==> config.mk <==
export PLATFORM = sky130hd
export DESIGN_NAME = dai_inner_product
export DESIGN_NICKNAME = d
export VERILOG_FILES = /design/src/rtl/dai_pkg.sv /design/src/rtl/dai_table.sv /design/src/rtl/dai_shift_bank.sv /design/src/rtl/dai_shift_acc.sv /design/src/rtl/dai_ctrl.sv /design/src/rtl/dai_inner_product.sv
export SDC_FILE = /design/constraint.sdc
export NUM_CORES = 1
export LEC_CHECK = 0
export BUFFER_PORTS_ARGS = -buffer_cell sky130_fd_sc_hd__buf_2
export CAP_MARGIN = 20
export CORE_UTILIZATION = 55
export CTS_BUF_LIST = sky130_fd_sc_hd__clkbuf_8
export DETAILED_ROUTE_END_ITERATION = 10
export HOLD_SLACK_MARGIN = 0.02
export PLACE_DENSITY = 0.8
export SYNTH_ARGS = -nofsm -noshare
export SYNTH_HDL_FRONTEND = slang
export SYNTH_HIERARCHICAL = 1
export SYNTH_SLANG_ARGS = --single-unit
==> constraint.sdc <==
create_clock -name clk_i -period 4.2 [get_ports clk_i]
set_clock_uncertainty 0.1 [all_clocks]
set_input_delay 0.63 -clock clk_i [delete_from_list [all_inputs] [get_ports clk_i]]
set_output_delay 0.63 -clock clk_i [all_outputs]
set_load 0.05 [all_outputs]
==> src/rtl/dai_pkg.sv <==
package dai_pkg;
  typedef enum logic {ST_IDLE, ST_RUN} dai_state_e;
endpackage

==> src/rtl/dai_table.sv <==
module dai_table #(
  parameter int unsigned N_TERMS = 3,
  parameter int unsigned COEF_W  = 8,
  parameter int unsigned TBL_W   = 10,
  parameter logic [N_TERMS*COEF_W-1:0] COEFS = '0
) (
  input  logic [N_TERMS-1:0]      addr_i,
  output logic signed [TBL_W-1:0] entry_o
);
  localparam int unsigned DEPTH = 2 ** N_TERMS;

  // term 1 drives the top address bit
  function automatic logic signed [TBL_W-1:0] part_sum(int unsigned a);
    logic signed [TBL_W-1:0]  s;
    logic signed [COEF_W-1:0] c;
    s = '0;
    for (int i = 0; i < int'(N_TERMS); i++) begin
      c = COEFS[i*COEF_W +: COEF_W];
      if (a[N_TERMS-1-i]) s = s + TBL_W'(c);
    end
    return s;
  endfunction

  logic signed [TBL_W-1:0] rom [DEPTH];

  for (genvar e = 0; e < int'(DEPTH); e++) begin : g_rom
    localparam logic signed [TBL_W-1:0] VAL = part_sum(e);
    assign rom[e] = VAL;
  end

  assign entry_o = rom[addr_i];
endmodule

==> src/rtl/dai_shift_bank.sv <==
module dai_shift_bank #(
  parameter int unsigned N_TERMS = 3,
  parameter int unsigned DATA_W  = 8
) (
  input  logic                        clk_i,
  input  logic                        rst_ni,
  input  logic                        load_i,
  input  logic                        shift_i,
  input  logic [N_TERMS*DATA_W-1:0]   data_i,
  output logic [N_TERMS-1:0]          bits_o
);
  for (genvar i = 0; i < int'(N_TERMS); i++) begin : g_sr
    logic [DATA_W-1:0] sr_q;
    always_ff @(posedge clk_i or negedge rst_ni) begin
      if (!rst_ni)      sr_q <= '0;
      else if (load_i)  sr_q <= data_i[i*DATA_W +: DATA_W];
      else if (shift_i) sr_q <= {1'b0, sr_q[DATA_W-1:1]};
    end
    assign bits_o[N_TERMS-1-i] = sr_q[0];
  end
endmodule

==> src/rtl/dai_shift_acc.sv <==
module dai_shift_acc #(
  parameter int unsigned TBL_W  = 10,
  parameter int unsigned DATA_W = 8,
  localparam int unsigned ACC_W = TBL_W + 1,
  localparam int unsigned RES_W = ACC_W + DATA_W - 1
) (
  input  logic                    clk_i,
  input  logic                    rst_ni,
  input  logic                    clr_i,
  input  logic                    en_i,
  input  logic                    sub_i,
  input  logic signed [TBL_W-1:0] f_i,
  output logic [RES_W-1:0]        result_o
);
  logic signed [ACC_W-1:0] acc_q, sum;
  logic [DATA_W-1:0]       low_q;
  logic [RES_W-1:0]        res_q;
  logic [ACC_W-1:0]        f_ext;

  // subtract = invert plus carry-in
  assign f_ext = {f_i[TBL_W-1], f_i} ^ {ACC_W{sub_i}};
  assign sum   = acc_q + f_ext + ACC_W'(sub_i);

  always_ff @(posedge clk_i or negedge rst_ni) begin
    if (!rst_ni) begin
      acc_q <= '0;
      low_q <= '0;
      res_q <= '0;
    end else if (clr_i) begin
      acc_q <= '0;
      low_q <= '0;
    end else if (en_i) begin
      acc_q <= sum >>> 1;
      low_q <= {sum[0], low_q[DATA_W-1:1]};
      if (sub_i) res_q <= {sum, low_q[DATA_W-1:1]};
    end
  end

  assign result_o = res_q;
endmodule

==> src/rtl/dai_ctrl.sv <==
module dai_ctrl
  import dai_pkg::*;
#(
  parameter int unsigned DATA_W = 8,
  localparam int unsigned CNT_W = (DATA_W > 2) ? $clog2(DATA_W) : 1
) (
  input  logic clk_i,
  input  logic rst_ni,
  input  logic start_i,
  output logic load_o,
  output logic step_o,
  output logic sub_o,
  output logic done_o
);
  dai_state_e       state_q;
  logic [CNT_W-1:0] cnt_q;
  logic             done_q;

  assign load_o = (state_q == ST_IDLE) && start_i;
  assign step_o = (state_q == ST_RUN);
  assign sub_o  = step_o && (cnt_q == CNT_W'(DATA_W - 1));

  always_ff @(posedge clk_i or negedge rst_ni) begin
    if (!rst_ni) begin
      state_q <= ST_IDLE;
      cnt_q   <= '0;
      done_q  <= 1'b0;
    end else begin
      done_q <= sub_o;
      if (load_o) begin
        state_q <= ST_RUN;
        cnt_q   <= '0;
      end else if (sub_o) begin
        state_q <= ST_IDLE;
      end else if (step_o) begin
        cnt_q <= cnt_q + 1'b1;
      end
    end
  end

  assign done_o = done_q;
endmodule

==> src/rtl/dai_inner_product.sv <==
module dai_inner_product #(
  parameter int unsigned N_TERMS = 3,
  parameter int unsigned DATA_W  = 8,
  parameter int unsigned COEF_W  = 8,
  parameter logic [N_TERMS*COEF_W-1:0] COEFS = {8'shF5, 8'sd85, 8'sd33},
  localparam int unsigned TBL_W  = COEF_W + $clog2(N_TERMS),
  localparam int unsigned RES_W  = TBL_W + DATA_W
) (
  input  logic                      clk_i,
  input  logic                      rst_ni,
  input  logic                      start_i,
  input  logic [N_TERMS*DATA_W-1:0] data_i,
  output logic                      done_o,
  output logic [RES_W-1:0]          result_o
);
  logic                    load, step, sub;
  logic [N_TERMS-1:0]      slice;
  logic signed [TBL_W-1:0] entry;

  dai_ctrl #(.DATA_W(DATA_W)) ctrl_i (
    .clk_i(clk_i), .rst_ni(rst_ni), .start_i(start_i),
    .load_o(load), .step_o(step), .sub_o(sub), .done_o(done_o)
  );

  dai_shift_bank #(.N_TERMS(N_TERMS), .DATA_W(DATA_W)) bank_i (
    .clk_i(clk_i), .rst_ni(rst_ni), .load_i(load), .shift_i(step),
    .data_i(data_i), .bits_o(slice)
  );

  dai_table #(.N_TERMS(N_TERMS), .COEF_W(COEF_W), .TBL_W(TBL_W), .COEFS(COEFS)) tbl_i (
    .addr_i(slice), .entry_o(entry)
  );

  dai_shift_acc #(.TBL_W(TBL_W), .DATA_W(DATA_W)) acc_i (
    .clk_i(clk_i), .rst_ni(rst_ni), .clr_i(load), .en_i(step),
    .sub_i(sub), .f_i(entry), .result_o(result_o)
  );
endmodule

# After elaboration in Yosys (flattened, before gate mapping)

Memory sizes are Yosys's and may differ from the RTL's.
Cells that the tools add are included.

Flip-flop bits (word level): 66
Memory bits (read-only): 80
Input port bits: 27
Memories kept: 1

Memory list:

| memory           | depth | width | rd ports | clocked after Yosys merged registers in | write ports | RTL line        | RTL |
|---|---|---|---|---|---|---|---|
| (name not given) | 8     | 10    | 1        | 0                                       | 0           | dai_table.sv:31 | `assign entry_o = rom[addr_i];` |

Add/subtract/negate cells: 3
$lt $le $gt $ge: 1
Equal/unequal tests: 2
Mux-type cells: 17
Bitwise gates (word level): 4
Reductions and logical operators: 6

Operators with widths:

| operator                                                        | number |
|---|---|
| 8-bit two-way mux                                               | 8 |
| 11-bit two-way mux                                              | 2 |
| 10-bit two-way mux                                              | 2 |
| 11-bit by 1-bit adder with 11-bit output                        | 1 |
| 11-bit adder                                                    | 1 |
| 11-bit bitwise XOR                                              | 1 |
| 3-bit two-way mux                                               | 3 |
| 4-bit >= comparator, second input constant                      | 1 |
| 3-bit inverter with 4-bit output                                | 1 |
| 2-bit nonzero test                                              | 2 |
| 3-bit by 1-bit adder with 3-bit output, second input constant   | 1 |
| 3-bit equality test, second input constant                      | 1 |
| 3-bit AND reduction                                             | 1 |
| 1-bit logical AND                                               | 2 |
| 1-bit two-way mux                                               | 2 |
| 2-bit by 1-bit != test with 1-bit output, second input constant | 1 |
| 1-bit inverter                                                  | 2 |
| 2-bit AND reduction                                             | 1 |

# Longest topological paths before layout

Depth in word-level cells: 9
Gate-level depth with buffers: 13
Mapped depth without buffers: 11

# Modules after synthesis

The synthesis kept the hierarchy.

Modules (own cells, without submodules):

| module         | times used | cells each | area each (um^2) |
|---|---|---|---|
| dai_shift_acc  | 1          | 181        | 1916.8 |
| dai_shift_bank | 1          | 107        | 1137.3 |
| dai_ctrl       | 1          | 18         | 242.7 |
| dai_table      | 1          | 18         | 128.9 |

# Worst setup path before layout

No wires, ideal clock.

Path kind: register -> register
Start: reg ctrl_i.cnt_q[0]
End: reg acc_i.acc_q[8]
Arrival: 2936 ps
Required time: 3976 ps
Slack: 1040 ps
Stages on the path, launching flop included: 13
Path buffers: 2
Period minus slack after synthesis: 3160 ps
Cells stage by stage: dfrtp_1 ha_1 ha_1 and2_2 buf_2 xor2_1 ha_1 buf_6 a21o_1 a311o_1 a221oi_2 nor4b_1 a211o_1

Longest elaborated chain between the ends: 7

RTL lines:

| item                                         | RTL line                | RTL |
|---|---|---|
| start, declared                              | dai_ctrl.sv:16          | `logic [CNT_W-1:0] cnt_q;` |
| start signal, assigned                       | dai_ctrl.sv:36          | `cnt_q <= cnt_q + 1'b1;` |
| 3-bit equality test (*)                      | dai_ctrl.sv:21          | `assign sub_o = step_o && (cnt_q == CNT_W'(DATA_W - 1));` |
| 1-bit logical AND (*)                        | dai_ctrl.sv:21          |  |
| via sub                                      | dai_inner_product.sv:16 | `logic load, step, sub;` |
| 11-bit bitwise XOR                           | dai_shift_acc.sv:21     | `assign f_ext = {f_i[TBL_W-1], f_i} ^ {ACC_W{sub_i}};` |
| 11-bit adder                                 | dai_shift_acc.sv:22     | `assign sum = acc_q + f_ext + ACC_W'(sub_i);` |
| 11-bit by 1-bit adder with 11-bit output (*) | dai_shift_acc.sv:22     |  |
| 11-bit two-way mux (*)                       | dai_shift_acc.sv:32     | `end else if (en_i) begin` |
| 11-bit two-way mux (*)                       | dai_shift_acc.sv:29     | `end else if (clr_i) begin` |
| end signal, assigned                         | dai_shift_acc.sv:33     | `acc_q <= sum >>> 1;` |
| end, declared                                | dai_shift_acc.sv:15     | `logic signed [ACC_W-1:0] acc_q, sum;` |

Mark *: on every way through the listed nets, which the timed path passes. The rest lies on a longest branch. The select of a mux whose other input is x is not followed.
A chain may end at the register's enable or synchronous reset.

# Final worst setup path

Start: reg ctrl_i.cnt_q[0]
End: reg acc_i.res_q[15], in the netlist acc_i/result_o[15]

Longest elaborated chain between the ends: 5

RTL lines:

| item                                     | RTL line                | RTL |
|---|---|---|
| 3-bit equality test (*)                  | dai_ctrl.sv:21          |  |
| 1-bit logical AND (*)                    | dai_ctrl.sv:21          |  |
| via sub                                  | dai_inner_product.sv:16 |  |
| 11-bit bitwise XOR                       | dai_shift_acc.sv:21     |  |
| 11-bit adder                             | dai_shift_acc.sv:22     |  |
| 11-bit by 1-bit adder with 11-bit output | dai_shift_acc.sv:22     |  |
| end signal, assigned                     | dai_shift_acc.sv:35     | `if (sub_i) res_q <= {sum, low_q[DATA_W-1:1]};` |
| end, declared                            | dai_shift_acc.sv:17     | `logic [RES_W-1:0] res_q;` |

Mark *: on every way through the listed nets, which the timed path passes. The rest lies on a longest branch.

==> metrics.md <==
| Metric | Value |
|---|---|
| Buffer levels on the longest clock path | `2` |
| Required arrival time at the worst endpoint | `4.27 ns` |
| Area of the core | `about 6000 sq um` |
| Die Span Y | `just over 80 um` |
| Type of the most critical hold path | `in2async` |
| Post-synthesis cell count | `around 320` |
| Total negative slack | `0 ns` |
| Root Driver | `clkbuf_8` |
| Post-route DRC | `0` |
| Via count of the first global-routing pass | `2314` |
| Launching element type of the critical path | `flip-flop` |
| Number of buffers inserted by hold repair at cts | `0` |
| Part of the Yosys area used for sequential elements | `46.7%` |
| Dpl ws | `0.738 ns` |
| Antenna diode count | `0` |
| Overall Global Routing Usage | `20.0%` |
| Arr. time, crit path | `3.58 ns` |
| Seq cells post-synth | `64` |
| Initial standard-cell utilization of the core | `57.5%` |
| Mean number of vias per cell | `5.34` |
| CTS tree | `yes` |
| Clock latency on the worst-skew pair | `around 0.34 ns` |
| WL final | `about 5700 um` |
| Unrepaired setup endpoints after global routing | `false` |
| Post-CTS Setup Inserts | `0` |
| Fin worst setup slack | `0.688 ns` |
| Mapped Avg Cell Area | `10.6 sq um` |
| Distinct cell type count after synthesis | `41` |
| Register area | `between 1500 and 2000 sq um` |
| Boundary pin count | `46` |
| Critical Path End Type | `flip-flop` |
| Share of the clock period used by the worst path after layout | `between 80 and 90%` |
| Antenna violations before repair | `0` |
| Fraction of layout cells with a size suffix above 1 | `21.2%` |
| Overflow left after global routing | `0` |
| Count of final hold-check violations | `0` |
| Syn nets | `368` |
| # Max-Cap Violations | `0` |
| Wire length of the first global-routing pass | `9940 um` |
| Overall die area | `6550 sq um` |
| H-tree depth | `3` |
| Post-DP HPWL | `between 4000 and 5000 um` |
| Register clock-pin slew on the reported worst setup and hold paths | `0.07 ns` |
| Run status | `finished, final reports clean` |
| F_max | `0.285 GHz` |
| Worst slew margin relative to its limit | `~34%` |
| Initial drt markers | `108` |
| Synth-to-layout area growth | `10.9%` |
| # rows | `28` |
| Slew at the pin closest to its max-slew limit | `0.993 ns` |
| Most frequent standard cell in the layout excluding fill and tap cells | `dfrtp_1` |
| GP Congestion | `~0.82` |
| Pin count of the biggest net entering global routing | `67` |
| # port buffers | `45` |
| Average routed wire per standard cell | `13.1 um` |
| Launching element of the worst setup path | `ctrl_i/cnt_q[0]` |
| Critical-path maximum fanout | `12` |
| First-pass detailed-route iteration total | `4` |
| Number of nets with antenna violations after routing | `0` |
| Post-synthesis instance area | `3430 sq um` |
| Layout Utilization | `63.8%` |
| Die Wd | `between 80 and 90 um` |
| Combined area of the multi-input logic cells | `1640 sq um` |
| Finish-stage setup viols | `0` |
| Fill cell total of the finished layout | `~500` |
| Total clock buffers created by CTS | `9` |
| Via total after detailed routing | `2341` |
| Number of nets in the layout | `402` |
| Synthesis warning total | `6` |
| Number of pins with negative max-slew slack in the final report | `0` |
| Number of gates resized after cts | `0` |
| Clock Sinks | `64` |
| Crit path kind | `reg2reg` |
| RR Startpoint | `ctrl_i/cnt_q[0]` |
| Clock period minus final worst setup slack | `3.51 ns` |
| Highest-count cells in the layout ignoring fill and taps | `63 x dfrtp_1, 45 x buf_2, 39 x nand2_1` |
==> kinds of logic (layout without fill, tap and decap cells) <==
| family | count (synthesis) | in the layout | share of synthesized area [%] |
|---|---|---|---|
| adders and majority gates | 17 | 17 | 6.43 |
| and+or+nand+nor | 83 | 83 | 11.1 |
| DFF | 64 | 64 | 46.7 |
| AOI/OAI and AO/OA | 68 | 68 | 12.0 |
| xor gates and xnor gates | 19 | 19 | 4.86 |
| muxes | 44 | 44 | 13.3 |
| buffers and inverters | 29 | 68 | 5.55 |
==> layout make-up <==
class | count | share of cell area [%]
Clock inverter | 5 | 1.25
Timing Repair Buffer | 48 | 6.52
Multi-Input combinational cell | 231 | 43.2
Clock buffer | 11 | 3.98
Sequential cell | 64 | 42.2
Inverter | 4 | 0.395
Tap cell | 75 | 2.47
==> cell usage after synthesis <==
library cell	count	share of area, %
nand4_1	2	0.37
a21o_1	5	1.1
nor3b_1	1	0.22
buf_12	2	1.2
inv_1	4	0.44
a211oi_1	2	0.44
a22oi_1	2	0.44
fa_1	1	0.58
ha_1	16	5.8
a221oi_2	1	0.44
o211ai_1	1	0.22
buf_4	7	1.5
xor2_1	14	3.6
a311o_1	1	0.29
o21ai_1	19	2.8
a211o_1	1	0.26
clkbuf_1	8	0.88
o21ai_0	19	2.8
nor2_1	24	2.6
buf_6	2	0.66
and3_1	1	0.18
nor4b_1	3	0.77
a22o_1	3	0.77
and2_2	1	0.22
nand2b_1	5	0.91
xnor2_1	5	1.3
a21oi_1	9	1.3
mux2i_1	32	9.3
nor2b_1	3	0.55
o22ai_1	1	0.18
nand3b_1	2	0.44
and4_2	1	0.29
and4b_1	1	0.29
o21a_1	1	0.22
buf_2	6	0.88
mux2_2	10	3.3
mux2_1	2	0.66
nand2_1	39	4.3
a221oi_1	1	0.26
a41oi_1	2	0.51
dfrtp_1	64	47
==> critical path: stages (launching register included) <==
cell and delay, ns:
dfrtp_1 0.41, ha_1 0.24, ha_1 0.25, and2_2 0.32
mux2i_1 0.25, inv_1 0.08, fa_1 0.40, a21o_1 0.19
a221oi_1 0.62, a21oi_1 0.20, xnor2_1 0.18, o21ai_0 0.10
==> flip-flops by register name, summed over array words and instances (netlist names) <==
signal and count:
acc_i/acc_q 10, acc_i/low_q 7, acc_i/result_o 18, bank_i/g_sr.sr_q 24, ctrl_i/cnt_q 3, ctrl_i/done_o 1, ctrl_i/step_o 1
==> metrics by stage <==
stage / instance area [sq um] / instances / hold slack (ns)
2_1_floorplan: 3430 / 324 / 0.234
3_3_place_gp: 3600 / 422 / 0.358
3_5_place_dp: 3600 / 422 / 0.366
6_report: 3800 / 438 / 0.248
4_1_cts: 3800 / 438 / 0.272
5_1_grt: 3800 / 438 / 0.298
==> metal layers <==
layer	part of all wire, %	track usage [%]
met2	48	33.9
met1	46	24.3
met4	1.8	8.57
met5	0	0
met3	4.1	4.61
==> final timing paths <==
check / end / slack [ns] / cells past startpoint
min in group clk_i: acc_i/result_o[14] / 0.37 / 2
worst min-delay path: acc_i/low_q[7] / 0.25 / 1
worst max register to register: acc_i/result_o[15] / 0.69 / 11
max in group asynchronous: ctrl_i/step_o / 2.87 / 2
worst max-delay path: acc_i/result_o[15] / 0.69 / 11
worst min register to register: acc_i/result_o[14] / 0.37 / 2
Power is not shown: default switching activity piles up to over one toggle a cycle in this logic, so the estimate is an artifact.
